### config.mk
export PLATFORM = sky130hd
export DESIGN_NAME = fdd_feeder
export DESIGN_NICKNAME = d
export VERILOG_FILES = /design/src/rtl/fdd_pkg.sv /design/src/rtl/fdd_irq_timer.sv /design/src/rtl/fdd_ctrl.sv /design/src/rtl/fdd_feeder.sv
export SDC_FILE = /design/constraint.sdc
export NUM_CORES = 1
export LEC_CHECK = 0
export ABC_AREA = 1
export BUFFER_PORTS_ARGS = -buffer_cell sky130_fd_sc_hd__buf_2
export CAP_MARGIN = 10
export CORE_ASPECT_RATIO = 2
export CORE_UTILIZATION = 52
export DETAILED_ROUTE_END_ITERATION = 10
export HOLD_SLACK_MARGIN = 0.12
export PLACE_DENSITY_LB_ADDON = 0.1
export SYNTH_ARGS = -nofsm -noshare
export SYNTH_HDL_FRONTEND = slang
export SYNTH_SLANG_ARGS = --single-unit
### constraint.sdc
create_clock -name clk -period 5.3 [get_ports clk]
set_input_delay 0.265 -clock clk [delete_from_list [all_inputs] [get_ports clk]]
set_output_delay 0.265 -clock clk [all_outputs]
set_load 0.05 [all_outputs]
### src/rtl/fdd_pkg.sv
package fdd_pkg;
  typedef enum logic [2:0] {
    ST_IDLE,
    ST_TRD,
    ST_TWT,
    ST_HDR,
    ST_DRD,
    ST_DWT
  } fdd_state_e;

  localparam int TAG_WORDS = 4;
  localparam int HDR_WORDS = 4;
  localparam int HDR_LIVE  = 2;
  localparam int TAG_STEP  = 4 * TAG_WORDS;
endpackage

### src/rtl/fdd_irq_timer.sv
module fdd_irq_timer #(
  parameter int CNT_W = 20
) (
  input  logic clk,
  input  logic rst_n,
  input  logic clr,
  input  logic word_inc,
  input  logic finish,
  output logic pending,
  output logic irq
);
  logic [CNT_W-1:0] acc;
  logic [CNT_W-1:0] acc_next;
  logic [CNT_W-1:0] quarter;
  logic [CNT_W-1:0] dly;
  logic             waiting;
  logic             irq_q;

  assign acc_next = acc + CNT_W'(word_inc);
  assign quarter  = acc_next >> 2;

  always_ff @(posedge clk) begin
    if (!rst_n) begin
      acc     <= '0;
      dly     <= '0;
      waiting <= 1'b0;
      irq_q   <= 1'b0;
    end else begin
      if (clr) acc <= '0;
      else     acc <= acc_next;
      irq_q <= waiting && (dly == CNT_W'(1));
      if (finish) begin
        waiting <= 1'b1;
        dly     <= (quarter == '0) ? CNT_W'(1) : quarter;
      end else if (waiting) begin
        if (dly == CNT_W'(1)) waiting <= 1'b0;
        else                  dly <= dly - CNT_W'(1);
      end
    end
  end

  assign pending = waiting;
  assign irq     = irq_q;

  assert_one_cycle_irq_R9: assert property (@(posedge clk) disable iff (!rst_n)
    irq |=> !irq);
  assert_no_finish_while_waiting_R2: assert property (@(posedge clk) disable iff (!rst_n)
    finish |-> !waiting);
endmodule

### src/rtl/fdd_ctrl.sv
module fdd_ctrl
  import fdd_pkg::*;
#(
  parameter int AW     = 32,
  parameter int DW     = 32,
  parameter int SRC_W  = 24,
  parameter int LEN_W  = 16,
  parameter int FREE_W = 6
) (
  input  logic              clk,
  input  logic              rst_n,
  input  logic              start,
  input  logic [AW-1:0]     start_addr,
  input  logic              irq_pending,
  output logic              mem_rd_en,
  output logic [AW-1:0]     mem_rd_addr,
  input  logic [DW-1:0]     mem_rd_data,
  output logic              fifo_wr_valid,
  output logic [DW-1:0]     fifo_wr_data,
  input  logic [FREE_W-1:0] fifo_free,
  output logic              busy,
  output logic              launch,
  output logic              word_inc,
  output logic              finish
);
  localparam int REM_W = LEN_W + 1;

  fdd_state_e       state;
  logic [1:0]       idx;
  logic [AW-1:0]    tag_addr;
  logic [AW-1:0]    src;
  logic [REM_W-1:0] remain;
  logic             last;
  logic             hdr_done;
  logic [DW-1:0]    tag_w    [TAG_WORDS];
  logic [DW-1:0]    hdr_slot [HDR_WORDS];
  logic [REM_W-1:0] len_rounded;
  logic             room;
  logic             stop_flag;
  fdd_state_e       tail_st;

  for (genvar g = 0; g < HDR_WORDS; g++) begin : g_slot
    if (g < HDR_LIVE) begin : g_live
      assign hdr_slot[g] = tag_w[HDR_LIVE + g];
    end else begin : g_pad
      assign hdr_slot[g] = '0;
    end
  end

  assign room        = (fifo_free != '0);
  assign len_rounded = ({1'b0, tag_w[1][LEN_W-1:0]} + REM_W'(3)) & ~REM_W'(3);
  assign stop_flag   = tag_w[0][DW-1] | tag_w[0][DW-2];
  assign tail_st     = last ? ST_IDLE : ST_TRD;

  assign launch        = (state == ST_IDLE) && start && !irq_pending;
  assign busy          = (state != ST_IDLE);
  assign mem_rd_en     = (state == ST_TRD) || ((state == ST_DRD) && room);
  assign mem_rd_addr   = (state == ST_TRD) ? (tag_addr + AW'({idx, 2'b00})) : src;
  assign fifo_wr_valid = ((state == ST_HDR) && room) || (state == ST_DWT);
  assign fifo_wr_data  = (state == ST_DWT) ? mem_rd_data : hdr_slot[idx];
  assign word_inc      = (state == ST_DWT);
  assign finish        = last && (((state == ST_HDR) && room && (idx == 2'd3) && (remain == '0))
                               || ((state == ST_DWT) && (remain == REM_W'(1))));

  always_ff @(posedge clk) begin
    if (!rst_n) begin
      state    <= ST_IDLE;
      idx      <= '0;
      tag_addr <= '0;
      src      <= '0;
      remain   <= '0;
      last     <= 1'b0;
      hdr_done <= 1'b0;
      for (int i = 0; i < TAG_WORDS; i++) tag_w[i] <= '0;
    end else begin
      unique case (state)
        ST_IDLE: begin
          if (launch) begin
            tag_addr <= start_addr;
            idx      <= '0;
            state    <= ST_TRD;
          end
        end
        ST_TRD: state <= ST_TWT;
        ST_TWT: begin
          tag_w[idx] <= mem_rd_data;
          if (idx == 2'd3) begin
            idx      <= '0;
            tag_addr <= tag_addr + AW'(TAG_STEP);
            src      <= AW'(tag_w[0][SRC_W-1:0]);
            remain   <= len_rounded;
            last     <= stop_flag;
            hdr_done <= 1'b0;
            state    <= ST_HDR;
          end else begin
            idx   <= idx + 2'd1;
            state <= ST_TRD;
          end
        end
        ST_HDR: begin
          if (room) begin
            if (idx == 2'd3) begin
              idx      <= '0;
              hdr_done <= 1'b1;
              state    <= (remain != '0) ? ST_DRD : tail_st;
            end else begin
              idx <= idx + 2'd1;
            end
          end
        end
        ST_DRD: begin
          if (room) begin
            src   <= src + AW'(4);
            state <= ST_DWT;
          end
        end
        ST_DWT: begin
          remain <= remain - REM_W'(1);
          state  <= (remain == REM_W'(1)) ? tail_st : ST_DRD;
        end
        default: state <= ST_IDLE;
      endcase
    end
  end

  assert_no_overflow_R8: assert property (@(posedge clk) disable iff (!rst_n)
    fifo_wr_valid |-> (fifo_free != '0));
  assert_start_reads_tag_R2: assert property (@(posedge clk) disable iff (!rst_n)
    launch |=> (busy && mem_rd_en && (mem_rd_addr == $past(start_addr))));
  assert_header_first_R4: assert property (@(posedge clk) disable iff (!rst_n)
    (state == ST_DWT) |-> hdr_done);
  assert_payload_counted_R6: assert property (@(posedge clk) disable iff (!rst_n)
    (state == ST_DWT) |-> (remain != '0));
endmodule

### src/rtl/fdd_feeder.sv
module fdd_feeder #(
  parameter int AW         = 32,
  parameter int DW         = 32,
  parameter int SRC_W      = 24,
  parameter int LEN_W      = 16,
  parameter int FIFO_DEPTH = 32,
  parameter int CNT_W      = 20,
  localparam int FREE_W    = $clog2(FIFO_DEPTH + 1)
) (
  input  logic              clk,
  input  logic              rst_n,
  input  logic              start,
  input  logic [AW-1:0]     start_addr,
  output logic              busy,
  output logic              irq,
  output logic              mem_rd_en,
  output logic [AW-1:0]     mem_rd_addr,
  input  logic [DW-1:0]     mem_rd_data,
  output logic              fifo_wr_valid,
  output logic [DW-1:0]     fifo_wr_data,
  input  logic [FREE_W-1:0] fifo_free
);
  logic launch;
  logic word_inc;
  logic finish;
  logic pending;

  fdd_ctrl #(
    .AW(AW), .DW(DW), .SRC_W(SRC_W), .LEN_W(LEN_W), .FREE_W(FREE_W)
  ) u_ctrl (
    .clk(clk), .rst_n(rst_n), .start(start), .start_addr(start_addr),
    .irq_pending(pending), .mem_rd_en(mem_rd_en), .mem_rd_addr(mem_rd_addr),
    .mem_rd_data(mem_rd_data), .fifo_wr_valid(fifo_wr_valid),
    .fifo_wr_data(fifo_wr_data), .fifo_free(fifo_free), .busy(busy),
    .launch(launch), .word_inc(word_inc), .finish(finish)
  );

  fdd_irq_timer #(.CNT_W(CNT_W)) u_timer (
    .clk(clk), .rst_n(rst_n), .clr(launch), .word_inc(word_inc),
    .finish(finish), .pending(pending), .irq(irq)
  );

  assert_irq_while_idle_R9: assert property (@(posedge clk) disable iff (!rst_n)
    irq |-> !busy);
endmodule

==> results of run 1 <==
critical path, cell delays in order (launching register included):
cell and delay [ns]:
dfxtp_1 0.39, inv_2 0.08, nand2_2 0.11, nor2_2 0.04, buf_4 0.23, inv_2 0.51, nor2_2 0.10, inv_2 0.54
nor2_2 0.12, nand2_2 0.37, nand2_1 0.68
cell families after synthesis:
family / after synthesis / synth area share
buffers and inverters: 265 / 0.0809
XOR/XNOR: 60 / 0.0395
adder cells (fa/ha/maj): 13 / 0.0128
AND/OR/NAND/NOR: 892 / 0.287
AO/OA/AOI/OAI: 332 / 0.146
flip-flops: 235 / 0.433
how the worst max path moves through the flow:
stage	end	start	slack, ns	cells past startpoint
2_1_floorplan	u_ctrl.tag_w[3][0]$_DFFE_PP_	u_ctrl.state[2]$_SDFFE_PN0P_	1.37	7
3_3_place_gp	u_ctrl.tag_w[0][1]$_SDFFCE_PN0P_	u_ctrl.state[2]$_SDFFE_PN0P_	1.70	10
3_5_place_dp	u_ctrl.tag_w[0][1]$_SDFFCE_PN0P_	u_ctrl.state[2]$_SDFFE_PN0P_	1.59	10
4_1_cts	u_ctrl.tag_w[0][1]$_SDFFCE_PN0P_	u_ctrl.state[2]$_SDFFE_PN0P_	1.59	10
5_1_grt	u_ctrl.tag_w[0][31]$_SDFFCE_PN0P_	u_ctrl.state[2]$_SDFFE_PN0P_	1.32	10
6_report	u_ctrl.tag_w[0][1]$_SDFFCE_PN0P_	u_ctrl.state[2]$_SDFFE_PN0P_	1.61	10
power by group through the flow:
stage,registers [mW],clock network [mW],logic (mW)
2_1_floorplan,2.15,0,1.44
3_3_place_gp,2.18,0,1.86
3_5_place_dp,2.18,0,1.87
4_1_cts,2.14,1.84,1.91
5_1_grt,2.16,1.90,2.07
6_report,2.15,1.80,1.93
sequential cells by signal (all words and copies together) (netlist names):
signal / cells
u_ctrl.tag_w: 106
u_ctrl.src: 32
u_ctrl.tag_addr: 32
u_timer.acc: 20
u_timer.dly: 20
u_ctrl.remain: 17
u_ctrl.state: 3
u_ctrl.idx: 2
u_ctrl.last: 1
u_timer.irq: 1
u_timer.pending: 1
layer usage:
layer  up-vias  track usage  wire length [um]
li1       6250            -                 -
met1      5805        0.326             14800
met2       389        0.547             20200
met3       104       0.0292              1470
met4         0        0.163              1870
met5         -            0                 0
cell usage in the layout (no fill, tap or decap), drive strengths merged, types with 6 or more instances in the layout:
master	count
dfxtp	129
nand3	75
xor2	47
inv	187
xnor2	13
nand2	341
o31ai	6
clkbuf	33
buf	151
o22ai	8
o21ai	150
a221oi	11
dlygate4sd3	48
edfxtp	106
o211ai	11
nor2	399
nor4	7
a21oi	90
a211oi	6
nor3	32
ha	12
a31oi	8
nand4	24
o32ai	32
layout make-up:
type	count	area [sq um]	area share
Antenna cell	2	5.00	0.000323
Clock buffer	33	656	0.0424
Clock inverter	11	161	0.0104
Inverter	189	712	0.0460
Multi-Input combinational cell	1297	6470	0.418
Sequential cell	235	5770	0.372
Tap cell	336	420	0.0272
Timing Repair Buffer	199	1280	0.0829
==> metrics.csv, run 1 <==
stage,metric,value,unit
sta,setup_slack,1.61,ns
worst_setup_path,critPathRequiredTime,5.36,ns
hold_path,holdPathStages,4,
finish,fillCellCount,2315,
worst_setup_path,r2r_end,u_ctrl.tag_w[0][1]$_SDFFCE_PN0P_,
finish,synthToLayoutAreaGrowth,16.4,%
worst_setup_path,start_kind,register,
synthesis,syn_area,13300,sq um
route,wl_per_cell,16.6,um
global_route,antenna_found_initial,2,
synthesis,synth.net_count,1883,
pwr,max-vdd-ir-drop,0.320,mV
synthesis,synth_edf_count,106,
hold_path,min_from,fifo_free[4],
synthesis,synth-seq-cells,235,
synthesis,yosysWarningCount,0,
route,vias_per_cell,5.45,
worst_setup_path,crit_type,register to register,
global_route,grt_overflow,0,
placement,placed_cell_area,14100,sq um
synthesis,synthArstFlopShare,0,
cts,h-tree-depth,1,
cts,cts-root-buf,clkbuf_16,
cts,post_cts_buffers,0,
floorplan,die_y,228,um
sta,final.setup_skew,0.00961,ns
synthesis,seq_area_frac_synth,0.433,
finish,nets,2032,
route,drc,0,
placement,place_ws,1.59,ns
cts,cts_sinks,235,
synthesis,yosysMostFrequentCell,nor2_1,
pwr,total_power,5.88,mW
finish,instances_no_fill,2302,
worst_setup_path,crit_arrival,3.74,ns
sta,setup_viol,0,
hold_path,hp-class,input pin to register,
cts,post_cts_resized,0,
synthesis,yosysTopAreaCellShare,0.239,
floorplan,start_util,0.529,
synthesis,postSynthCellCount,1797,
cts,cts_tree,done,
sta,rsz0062_at_grt,no,
synthesis,yosys-top-cells-count,"nor2_1, nand2_1, inv_1",
synthesis,syn_area_per_cell,7.40,sq um
sta,slew_headroom,0.304,
worst_setup_path,endpoint_kind,register,
sta,setup-tns-final,0,ns
placement,place_hpwl,27200,um
cts,cts.path.max_buffers,3,
route,routed_wl,38300,um
route,first_pass_iters,7,
hold_path,holdPathEnd,u_ctrl.state[2]$_SDFFE_PN0P_,
cts,postCtsHoldBufs,48,
placement,dp.cells,2207,
worst_setup_path,r2r_slack,1.61,ns
sta,hold_viol_final,0,
sta,max_clock_freq,0.271,GHz
synthesis,synth_flop_cell,dfxtp_1,
sta,drv_slew,0,
run_status,outcome,"finished, final reports clean",
finish,final_core_util,0.616,
synthesis,synth.top_cells.by_area,"edfxtp_1, dfxtp_1, nor2_1",
pwr,switchingPower,2.31,mW
global_route,grt_pass1_vias,12500,
sta,hold_ws,0.132,ns
finish,drive_gt1_frac,0.132,
cts,cts_buffers,24,
global_route,gr-usage-all-layers,0.297,
cts,clk_pin_slew,0.06,ns
worst_setup_path,r2r.worst_path.cells,10,
sta,finalCritPeriodShare,0.696,
sta,period_needed,3.69,ns
pwr,leakage,6.53,nW
floorplan,die_w,115,um
cts,clk_latency,0.54,ns
worst_setup_path,timing.rr.start,u_ctrl.state[2]$_SDFFE_PN0P_,
floorplan,rows,82,
floorplan,core_area,25100,sq um
finish,design_area,15500,sq um
route,vias,12500,
job,max_cap_violations,0,
pwr,combPwrFrac,0.328,
worst_setup_path,cp_max_fo,37,
placement,place.gp.congestion,0.997,
pwr,pwr-share-seq,0.365,
route,postRouteAntennaNets,0,
placement,port_buffers,140,
global_route,grt_pass1_wl,61400,um
pwr,power_switching_share,0.392,
pwr,power_density,380,nW/um^2
synthesis,ys_types,58,
synthesis,yosysTopAreaCell,edfxtp_1,
pwr,clkPwrFrac,0.307,
pwr,power.internal,3.57,mW
floorplan,pin_count,141,
sta,tightest_slew,1.04,ns
route,drt_iter0_markers,979,
floorplan,die_area,26300,sq um
global_route,grt_max_degree,59,
Note: power is estimated with default switching activity, not from simulation.
==> run 2: changes to the inputs <==
clock period = 3.8 ns   (was 5.3 ns; I/O delays follow)
==> metrics.csv, run 2 (synthesis results as in run 1) <==
stage,metric,value,unit,change
run_status,outcome,"finished, final reports clean",,
worst_setup_path,crit_type,register to primary output,,
finish,largest_register,u_ctrl.tag_w,,
sta,hold_viol_final,0,,unchanged
hold_path,hp-class,input pin to register,,
finish,fillCellCount,2349,,+1.5%
floorplan,die_w,115,um,unchanged
floorplan,rows,82,,unchanged
route,routed_wl,38900,um,+1.6%
global_route,grt_overflow,0,,unchanged
route,vias,12800,,+1.6%
placement,place_ws,1.03,ns,-0.562 ns
finish,synthToLayoutAreaGrowth,18.0,%,
cts,clk_pin_slew,0.07,ns,about the same
cts,cts_tree,done,,
sta,finalCritPeriodShare,0.848,,
sta,final.setup_skew,0.0102,ns,+0.000563 ns
pwr,leakage,6.66,nW,+2.0%
cts,cts.path.max_buffers,3,,unchanged
placement,place_hpwl,27500,um,+1.2%
sta,setup-tns-final,0,ns,unchanged
sta,period_needed,3.22,ns,
route,wl_per_cell,16.7,um,+0.54%
finish,instances_no_fill,2327,,+1.1%
worst_setup_path,slowest_stage,fa_1,,
placement,port_buffers,140,,unchanged
floorplan,die_area,26300,sq um,unchanged
pwr,power_density,520,nW/um^2,+37%
global_route,gr-usage-all-layers,0.300,,+0.00250
global_route,grt_pass1_vias,12500,,-0.18%
pwr,max-vdd-ir-drop,0.578,mV,+81%
finish,final_cell_mix,"nor2_1, nand2_1, inv_1",,
placement,dp.cells,2215,,+0.36%
worst_setup_path,critPathRequiredTime,3.61,ns,-1.75 ns
finish,largest_reg_flops,106,,unchanged
cts,h-tree-depth,1,,unchanged
worst_setup_path,crit_arrival,3.03,ns,-0.71 ns
global_route,grt_pass1_wl,61900,um,+0.74%
worst_setup_path,endpoint_kind,primary output,,
global_route,grt_max_degree,59,,unchanged
global_route,antenna_found_initial,1,,-1
sta,tightest_slew,0.758,ns,-0.286 ns
sta,rsz0062_at_grt,no,,
sta,setup_viol,0,,unchanged
route,postRouteAntennaNets,0,,unchanged
finish,nets,2058,,+1.3%
floorplan,start_util,0.529,,unchanged
job,max_cap_violations,0,,unchanged
placement,placed_cell_area,14200,sq um,+0.42%
worst_setup_path,start_kind,register,,
sta,drv_slew,0,,unchanged
sta,max_clock_freq,0.310,GHz,
cts,postCtsHoldBufs,67,,+40%
worst_setup_path,cpPeakStageDelay,0.61,ns,-0.07 ns
cts,post_cts_buffers,0,,unchanged
sta,slew_headroom,0.494,,+0.190
finish,design_area,15700,sq um,+1.4%
route,vias_per_cell,5.48,,+0.52%
cts,cts_sinks,235,,unchanged
cts,cts_buffers,24,,unchanged
finish,final_common_cell,nor2_1,,
floorplan,core_area,25100,sq um,unchanged
finish,drive_gt1_frac,0.137,,+0.00481
cts,post_cts_resized,0,,unchanged
floorplan,die_y,228,um,unchanged
route,first_pass_iters,6,,-1
finish,top_regs,"u_ctrl.tag_w x106, u_ctrl.src x32, u_ctrl.tag_addr x32",,
sta,setup_slack,0.576,ns,-1.04 ns
placement,place.gp.congestion,0.951,,-4.6%
cts,clk_latency,0.53,ns,about the same
cts,cts-root-buf,clkbuf_16,,
worst_setup_path,cp_cell_sequence,inv_1 > fa_1 > nor2_2 > inv_2 > nor2_1 > xor2_1 > o21ai_0 > buf_2,,
floorplan,pin_count,141,,unchanged
route,drt_iter0_markers,885,,-9.6%
worst_setup_path,cp_max_fo,8,,-78%
route,drc,0,,unchanged
-- run 2: cell types whose count changed in the layout (fill, tap and decap cells not counted), sizes merged --
cell,change
diode,-1
buf,+7
clkbuf,+3
clkinv,+2
bufinv,-2
dlygate4sd3,+19
clkinvlp,-3
-- run 2: routing by layer --
layer  vias to the layer above  share of wire  wire length [um]  track usage
li1                       6306              -                 -            -
met1                      5931           0.38             14900        0.325
met2                       404           0.53             20600        0.563
met3                       109          0.044              1710       0.0321
met4                         0          0.045              1740        0.142
met5                         -              0                 0            0
-- run 2: cell type report --
class	instances	area (sq um)	area share
diodes	1	2.50	0.000159
clock buffers	36	721	0.0459
clock inverters	8	98.8	0.00630
inverters	189	712	0.0453
multi-input cells	1297	6470	0.412
flip-flops and latches	235	5770	0.367
well taps	336	420	0.0268
repair buffers	225	1510	0.0959
-- run 2: final timing paths --
| path | from | endpoint | slack [ns] | cells after the start |
|---|---|---|---|---|
| setup / recovery | u_ctrl.idx[1]$_SDFFE_PN0P_ | mem_rd_addr[14] | 0.58 | 8 |
| hold / removal | start | u_ctrl.tag_addr[1]$_SDFFE_PN0P_ | 0.15 | 4 |
| hold reg to reg | u_ctrl.remain[13]$_SDFFE_PN0P_ | u_ctrl.remain[13]$_SDFFE_PN0P_ | 0.48 | 2 |
| setup reg to reg | u_ctrl.state[0]$_SDFFE_PN0P_ | u_timer.dly[0]$_SDFFE_PN0P_ | 0.99 | 18 |
-- run 2: worst max-delay path: cells and delay by family, from the launching register on --
kind                       cells  cell delay (ns)
adders and majority gates      1             0.61
buffers and inverters          3             0.58
AOI/OAI and AO/OA              1             0.34
and+or+nand+nor                2             0.41
xor gates and xnor gates       1             0.11
DFF                            1             0.44
-- run 2: metrics by stage --
| step | total power, mW | hold slack, ns | utilization |
|---|---|---|---|
| 2_1_floorplan | 5.01 | 0.334 | - |
| 3_3_place_gp | 5.68 | 0.426 | 0.565 |
| 3_5_place_dp | 5.69 | 0.440 | 0.565 |
| 4_1_cts | 8.21 | 0.140 | 0.625 |
| 5_1_grt | 8.52 | 0.191 | 0.625 |
| 6_report | 8.17 | 0.150 | 0.625 |
-- run 2: power by group --
| group | leakage (nW) | internal, mW | switching [mW] |
|---|---|---|---|
| registers | 2.14 | 2.84 | 0.157 |
| clock network | 0.404 | 1.45 | 1.02 |
| logic | 4.11 | 0.675 | 2.03 |
| total | 6.66 | 4.96 | 3.21 |
